<file path="config.mk">
export PLATFORM = sky130hd
export DESIGN_NAME = irq_prio_ctrl
export DESIGN_NICKNAME = d
export VERILOG_FILES = /design/src/rtl/irq_pkg.sv /design/src/rtl/irq_rst_sync.sv /design/src/rtl/irq_arbiter.sv /design/src/rtl/irq_nest_stack.sv /design/src/rtl/irq_prio_ctrl.sv
export SDC_FILE = /design/constraint.sdc
export NUM_CORES = 1
export LEC_CHECK = 0
export ABC_AREA = 0
export CORE_UTILIZATION = 41
export DETAILED_ROUTE_END_ITERATION = 10
export PLACE_DENSITY = 0.87
export REMOVE_ABC_BUFFERS = 1
export SETUP_SLACK_MARGIN = 0.3
export SLEW_MARGIN = 0
export SYNTH_ARGS = -nofsm -noshare
export SYNTH_HDL_FRONTEND = slang
export SYNTH_HIERARCHICAL = 1
export SYNTH_SLANG_ARGS = --single-unit
</file>
<file path="constraint.sdc">
create_clock -name clk -period 0.8 [get_ports clk]
set_input_delay 0.2 -clock clk [delete_from_list [all_inputs] [get_ports clk]]
set_output_delay 0.2 -clock clk [all_outputs]
set_load 0.1 [all_outputs]
</file>
<file path="src/rtl/irq_pkg.sv">
package irq_pkg;
  typedef enum logic [1:0] {
    LV_LOW  = 2'd0,
    LV_HIGH = 2'd1,
    LV_TOP  = 2'd2
  } lvl_e;

  localparam int unsigned NUM_LVL = 3;
endpackage

</file>
<file path="src/rtl/irq_rst_sync.sv">
module irq_rst_sync (
  input  logic clk,
  input  logic rst_n_in,
  output logic rst_n_out
);
  logic [1:0] sync_q;

  always_ff @(posedge clk or negedge rst_n_in) begin
    if (!rst_n_in) sync_q <= 2'b00;
    else           sync_q <= {sync_q[0], 1'b1};
  end

  assign rst_n_out = sync_q[1];
endmodule

</file>
<file path="src/rtl/irq_arbiter.sv">
module irq_arbiter import irq_pkg::*; #(
  parameter int unsigned NUM_VEC     = 10,
  parameter int unsigned NUM_SRC     = 18,
  parameter int unsigned NUM_TOP_VEC = 2,
  localparam int unsigned IDX_W      = $clog2(NUM_VEC),
  localparam int unsigned FOLD       = NUM_SRC - NUM_VEC
) (
  input  logic [NUM_SRC-1:0]  src,
  input  logic [NUM_VEC-1:0]  lvl_hi,
  input  logic                glob_en,
  input  logic [NUM_LVL-1:0]  svc_eff,
  output logic                grant,
  output logic [IDX_W-1:0]    win_idx,
  output lvl_e                win_lvl
);
  logic [NUM_VEC-1:0] vec_req;
  lvl_e               vec_lvl [NUM_VEC];
  logic [1:0]         bar;

  // Fold sources onto vectors, and derive each vector's level
  for (genvar v = 0; v < NUM_VEC; v++) begin : g_vec
    if (v >= NUM_VEC - FOLD) begin : g_fold
      assign vec_req[v] = src[v] | src[v + FOLD];
    end else begin : g_single
      assign vec_req[v] = src[v];
    end
    if (v < NUM_TOP_VEC) begin : g_top
      assign vec_lvl[v] = lvl_hi[v] ? LV_TOP : LV_LOW;
    end else begin : g_mid
      assign vec_lvl[v] = lvl_hi[v] ? LV_HIGH : LV_LOW;
    end
  end

  // Minimum level a request must reach: one above the highest in service
  always_comb begin
    if (svc_eff[2])      bar = 2'd3;
    else if (svc_eff[1]) bar = 2'd2;
    else if (svc_eff[0]) bar = 2'd1;
    else                 bar = 2'd0;
  end

  // Highest level wins; strict compare keeps the lowest index on ties
  always_comb begin
    grant   = 1'b0;
    win_idx = '0;
    win_lvl = LV_LOW;
    for (int v = 0; v < NUM_VEC; v++) begin
      if (glob_en && vec_req[v] && (2'(vec_lvl[v]) >= bar) &&
          (!grant || (vec_lvl[v] > win_lvl))) begin
        grant   = 1'b1;
        win_idx = IDX_W'(v);
        win_lvl = vec_lvl[v];
      end
    end
  end
endmodule

</file>
<file path="src/rtl/irq_nest_stack.sv">
module irq_nest_stack import irq_pkg::*; (
  input  logic               clk,
  input  logic               rst_n,
  input  logic               reti,
  input  logic               grant,
  input  lvl_e               grant_lvl,
  output logic [NUM_LVL-1:0] svc_q,
  output logic [NUM_LVL-1:0] svc_eff
);
  logic [NUM_LVL-1:0] svc_nx;
  logic               cleared;

  // Return is applied before arbitration sees the record
  always_comb begin
    svc_eff = svc_q;
    cleared = 1'b0;
    if (reti) begin
      for (int k = NUM_LVL - 1; k >= 0; k--) begin
        if (!cleared && svc_q[k]) begin
          svc_eff[k] = 1'b0;
          cleared    = 1'b1;
        end
      end
    end
  end

  always_comb begin
    svc_nx = svc_eff;
    if (grant) svc_nx = svc_eff | (NUM_LVL'(1) << grant_lvl);
  end

  always_ff @(posedge clk or negedge rst_n) begin
    if (!rst_n) svc_q <= '0;
    else        svc_q <= svc_nx;
  end
endmodule

</file>
<file path="src/rtl/irq_prio_ctrl.sv">
module irq_prio_ctrl import irq_pkg::*; #(
  parameter int unsigned NUM_VEC     = 10,
  parameter int unsigned NUM_SRC     = 18,
  parameter int unsigned NUM_TOP_VEC = 2,
  parameter int unsigned ADDR_W      = 16,
  parameter int unsigned VEC_BASE    = 3,
  parameter int unsigned VEC_STRIDE  = 8,
  localparam int unsigned IDX_W      = $clog2(NUM_VEC)
) (
  input  logic               clk,
  input  logic               rst_n,
  input  logic [NUM_SRC-1:0] irq_src,
  input  logic [NUM_VEC-1:0] lvl_hi,
  input  logic               glob_en,
  input  logic               reti,
  output logic               irq_ack,
  output logic [ADDR_W-1:0]  irq_vec,
  output logic [1:0]         irq_lvl,
  output logic [NUM_LVL-1:0] in_svc
);
  logic               rst_sync_n;
  logic               grant;
  logic [IDX_W-1:0]   win_idx;
  lvl_e               win_lvl;
  logic [NUM_LVL-1:0] svc_eff;
  logic [ADDR_W-1:0]  vec_nx;
  logic               ack_q;
  logic [ADDR_W-1:0]  vec_q;
  lvl_e               lvl_q;

  irq_rst_sync u_rst (
    .clk       (clk),
    .rst_n_in  (rst_n),
    .rst_n_out (rst_sync_n)
  );

  irq_arbiter #(
    .NUM_VEC     (NUM_VEC),
    .NUM_SRC     (NUM_SRC),
    .NUM_TOP_VEC (NUM_TOP_VEC)
  ) u_arb (
    .src     (irq_src),
    .lvl_hi  (lvl_hi),
    .glob_en (glob_en),
    .svc_eff (svc_eff),
    .grant   (grant),
    .win_idx (win_idx),
    .win_lvl (win_lvl)
  );

  irq_nest_stack u_stk (
    .clk       (clk),
    .rst_n     (rst_sync_n),
    .reti      (reti),
    .grant     (grant),
    .grant_lvl (win_lvl),
    .svc_q     (in_svc),
    .svc_eff   (svc_eff)
  );

  always_comb begin
    vec_nx = ADDR_W'(VEC_BASE) + ADDR_W'(VEC_STRIDE) * ADDR_W'(win_idx);
  end

  always_ff @(posedge clk or negedge rst_sync_n) begin
    if (!rst_sync_n) ack_q <= 1'b0;
    else             ack_q <= grant;
  end

  // Vector and level registers load only on acceptance
  always_ff @(posedge clk or negedge rst_sync_n) begin
    if (!rst_sync_n) begin
      vec_q <= '0;
      lvl_q <= LV_LOW;
    end else if (grant) begin
      vec_q <= vec_nx;
      lvl_q <= win_lvl;
    end
  end

  assign irq_ack = ack_q;
  assign irq_vec = vec_q;
  assign irq_lvl = lvl_q;
endmodule

</file>
==> impl.org <==
** Final layout
- Most frequent standard cell in the layout excluding fill and tap cells :: sky130_fd_sc_hd__buf_4
- The net count of the finished layout is 377.
- Final core occ :: 95.39%
- Sequential cell area in the final layout :: 327.8 um^2
- Finished Cell Area :: 3492 um^2
- In the layout the commonest cells are 83 x sky130_fd_sc_hd__buf_4, 30 x sky130_fd_sc_hd__clkdlybuf4s50_1, 22 x sky130_fd_sc_hd__buf_6, 20 x sky130_fd_sc_hd__inv_1, 12 x sky130_fd_sc_hd__buf_12.
- The area growth from synthesis to layout is 123.6%.
- In the final layout, the multi-input gates occupy 1526 um^2.
- Fraction of final layout cells sized beyond drive strength 1 :: 60.55%
- After filler insertion, the fill cell instance count of the layout stands at 85.
- 0 antenna diodes ended up in the layout.

** Logic synthesis
- Counting flops with a built-in enable in the synthesized netlist gives 0.
- Yosys attributes the largest share of cell area to sky130_fd_sc_hd__dfrtp_1 21%, sky130_fd_sc_hd__ha_1 14%, sky130_fd_sc_hd__mux2_4 5.8%, sky130_fd_sc_hd__buf_4 5.3%, sky130_fd_sc_hd__inv_1 5.3%.
- For this run, the register share of the synthesized area comes to 20.83%.
- Dominant register cell in the synthesized netlist :: sky130_fd_sc_hd__dfrtp_1
- Yosys top cell area share :: 20.83%
- Summed over all instances, the cell type with the most area after synthesis is sky130_fd_sc_hd__dfrtp_1.
- Each instance of the synthesized netlist takes up on average 8.872 um^2.
- The synthesized netlist contains 58 unique library cells.
- After synthesis the netlist holds a flip-flop and latch count of 13.
- Mapped Area :: 1561 um^2
- Asr flop ratio synth :: 100.0%
- During synthesis, Yosys emitted a total of 6 warnings.
- Synthesis produced 176 cells.

** Route
- For this block, the routed nets add up to 9813 um of wire.
- Post-DR vias/cell :: 6.280
- Average wire length per cell after detail routing :: 26.17 um
- In the routed design, unresolved DRC markers number 0.
- First DRT Iteration DRCs :: 254
- Summing over every cut layer, the via total after detailed routing is 2355.
- Before antenna repair, the detailed router went through 5 iterations.
- ANT nets after route :: 0

** Floorplanning
- In this run the horizontal extent of the chip is 63.72 um.
- Standard-cell row count :: 22
- Die boundary height :: 63.72 um
- 54 I/O pins were placed.
- The die covers 4060 um^2.
- The initial utilization of the core area, before any placement, comes to 42.65%.
- Core region area :: 3661 um^2

** Critical path
- Counting stages on the worst path, the most repeated cell is sky130_fd_sc_hd__ha_4.
- At the worst endpoint, the arrival time is 9.32 ns.
- Critical path startpoint category :: flip-flop
- Critical path start-end classification :: flip-flop to flip-flop
- Worst path required time :: 0.93 ns
- On the worst path, the slowest cell contributes a delay of 0.40 ns.
- Standard cell with the maximum stage delay on the critical path :: sky130_fd_sc_hd__dfrtp_1
- Together, buffers and inverters on the worst path number 2.
- The worst setup path is captured at a flip-flop.
- Broken down by cell family, the worst path's largest delay share belongs to simple AND/OR/NAND/NOR gates.
- Maximum fanout along the worst path :: 4

** Timing
- Slew at the pin with the worst max-slew slack :: 0.5771 ns
- The worst path uses 1148% of the clock period.
- On the final layout, the worst clock skew is 0.006465 ns.
- Headroom to the max-slew limit came out at 60.98%.
- Setup total negative slack on the finished layout was measured at -78.13 ns.
- Setup violations remaining at the end of the flow were counted as 23.
- Worst Setup Slack, final :: -8.386 ns
- The max-slew violation count is 0.
- Unrepaired setup endpoints after global routing :: yes
- Hold violation count in the final report :: 0
- Final min period :: 9.186 ns
- Achievable Freq :: 0.1089 GHz

** Place
- Timing analysis after detailed placement gives a worst setup slack of -8.635 ns.
- Total cell area at the placement stage :: 2592 um^2
- Port Buffers :: 43
- GPL Wtd Cong :: 0.8539
- Sum of net half-perimeters after detailed placement :: 3797 um

** Global routing
- GRT Util Overall :: 35.15%
- Antenna violations before repair :: 0
- Via count of the first global-routing pass :: 2157
- Global-route wire length before repair :: 10720 um
- Entering global routing, the biggest net connects 12 pins.
- The total overflow left after global routing is 0.

** Pwr
- Max IR drop VDD :: 4.112 mV
- Leakage power of the design :: 1.590 nW
- Tot Pwr :: 0.01697 W
- Dividing total power by cell area gives a power density of 4859 nW/um^2.

** Clocking
- CTS built an H-tree with a depth of 1.
- Count of clock tree sinks :: 13
- The clock reaches the later pin of the worst-skew pair after 0.25 ns.
- Buffer type at the clock tree root :: sky130_fd_sc_hd__clkbuf_8
- In this run, post-CTS hold repair placed 0 buffers.
- Register clock-pin slew on the reported worst setup and hold paths :: 0.07 ns
- Buffers from clock root to sink, at most :: 2
- CTS tree :: built
- Cts bufs inserted :: 3

** Run
- Maxcap violations :: 0

** Outcome
- Outcome :: finished, violations left
- The checks that failed: setup timing.

** Hold path
- Type of the tightest min-delay check :: input pin to async pin
==> cell usage after synthesis, types with 3 or more instances <==
library cell               instances
sky130_fd_sc_hd__o22ai_1           5
sky130_fd_sc_hd__o21ai_0           7
sky130_fd_sc_hd__dfrtp_1          13
sky130_fd_sc_hd__ha_1             17
sky130_fd_sc_hd__nor4_1            7
sky130_fd_sc_hd__nor2_1           14
sky130_fd_sc_hd__nand2_1          12
sky130_fd_sc_hd__mux2_4            6
sky130_fd_sc_hd__o211ai_1          4
sky130_fd_sc_hd__buf_4            11
sky130_fd_sc_hd__nor3_1            3
sky130_fd_sc_hd__o221ai_1          4
sky130_fd_sc_hd__inv_1            22
==> stage by stage <==
step | cells | hold WS, ns
2_1_floorplan | 173 | -0.09559
3_3_place_gp | 328 | 0.1749
3_5_place_dp | 328 | 0.1825
4_1_cts | 349 | 0.1206
5_1_grt | 375 | 0.1141
6_report | 375 | 0.1118
==> power breakdown <==
part           switching, W  internal, W  total (W)
logic               0.00793      0.00722     0.0152
clock network      0.000266     0.000352   0.000618
registers          0.000277     0.000918    0.00120
total               0.00847      0.00849     0.0170
==> layout make-up <==
type | count | share of cell area (%)
well taps | 48 | 1.720
flip-flops and latches | 13 | 9.387
inverters | 22 | 2.365
multi-input cells | 138 | 43.71
repair buffers | 150 | 41.53
clock buffers | 4 | 1.290
==> path summary, 6_finish.rpt <==
| kind | start | endpoint | slack [ns] | cells past startpoint |
|---|---|---|---|---|
| max in group asynchronous | u_rst/sync_q[1]$_DFF_PN0_ | irq_vec[1]$_DFFE_PN0P_ | 0.44 | 0 |
| min in group clk | u_rst/sync_q[0]$_DFF_PN0_ | u_rst/sync_q[1]$_DFF_PN0_ | 0.36 | 0 |
| worst max-delay path | u_stk/svc_q[2]$_DFF_PN0_ | u_stk/svc_q[0]$_DFF_PN0_ | -8.39 | 46 |
| worst max register to register | u_stk/svc_q[2]$_DFF_PN0_ | u_stk/svc_q[0]$_DFF_PN0_ | -8.39 | 46 |
| worst min-delay path | rst_n | u_rst/sync_q[0]$_DFF_PN0_ | 0.11 | 1 |
| worst min register to register | u_rst/sync_q[1]$_DFF_PN0_ | irq_lvl[0]$_DFFE_PN0P_ | 0.13 | 0 |
==> cell families after synthesis <==
logic type               synth area share [%]
other                                  0.4809
multiplexers                            6.411
adder cells (fa/ha/maj)                 13.62
flip-flops                              20.83
AND/OR/NAND/NOR                         23.24
buffers and inverters                   11.30
AO/OA/AOI/OAI                           24.12
==> sequential cells by signal, indices dropped and copies added (netlist names) <==
| name | cells |
|---|---|
| u_rst/sync_q | 2 |
| irq_lvl | 2 |
| irq_ack | 1 |
| u_stk/svc_q | 3 |
| irq_vec | 5 |
==> repair_timing <==
action / 4_1_cts / 5_1_grt
gates resized for setup: 51 / 53
pin swaps: 24 / 49
buffers inserted: 16 / 26
cloned: 1 / 0
setup endpoints to repair: 23 / 23
==> layer usage <==
metal	vias up	share of wire [%]	global-route usage (%)
met1	1098	33	36.29
met2	219	46	65.03
met4	0	13	22.16
met3	107	7.7	5.435
met5	-	0	0
li1	931	-	-
No activity file was read; power rests on OpenSTA's default activity.
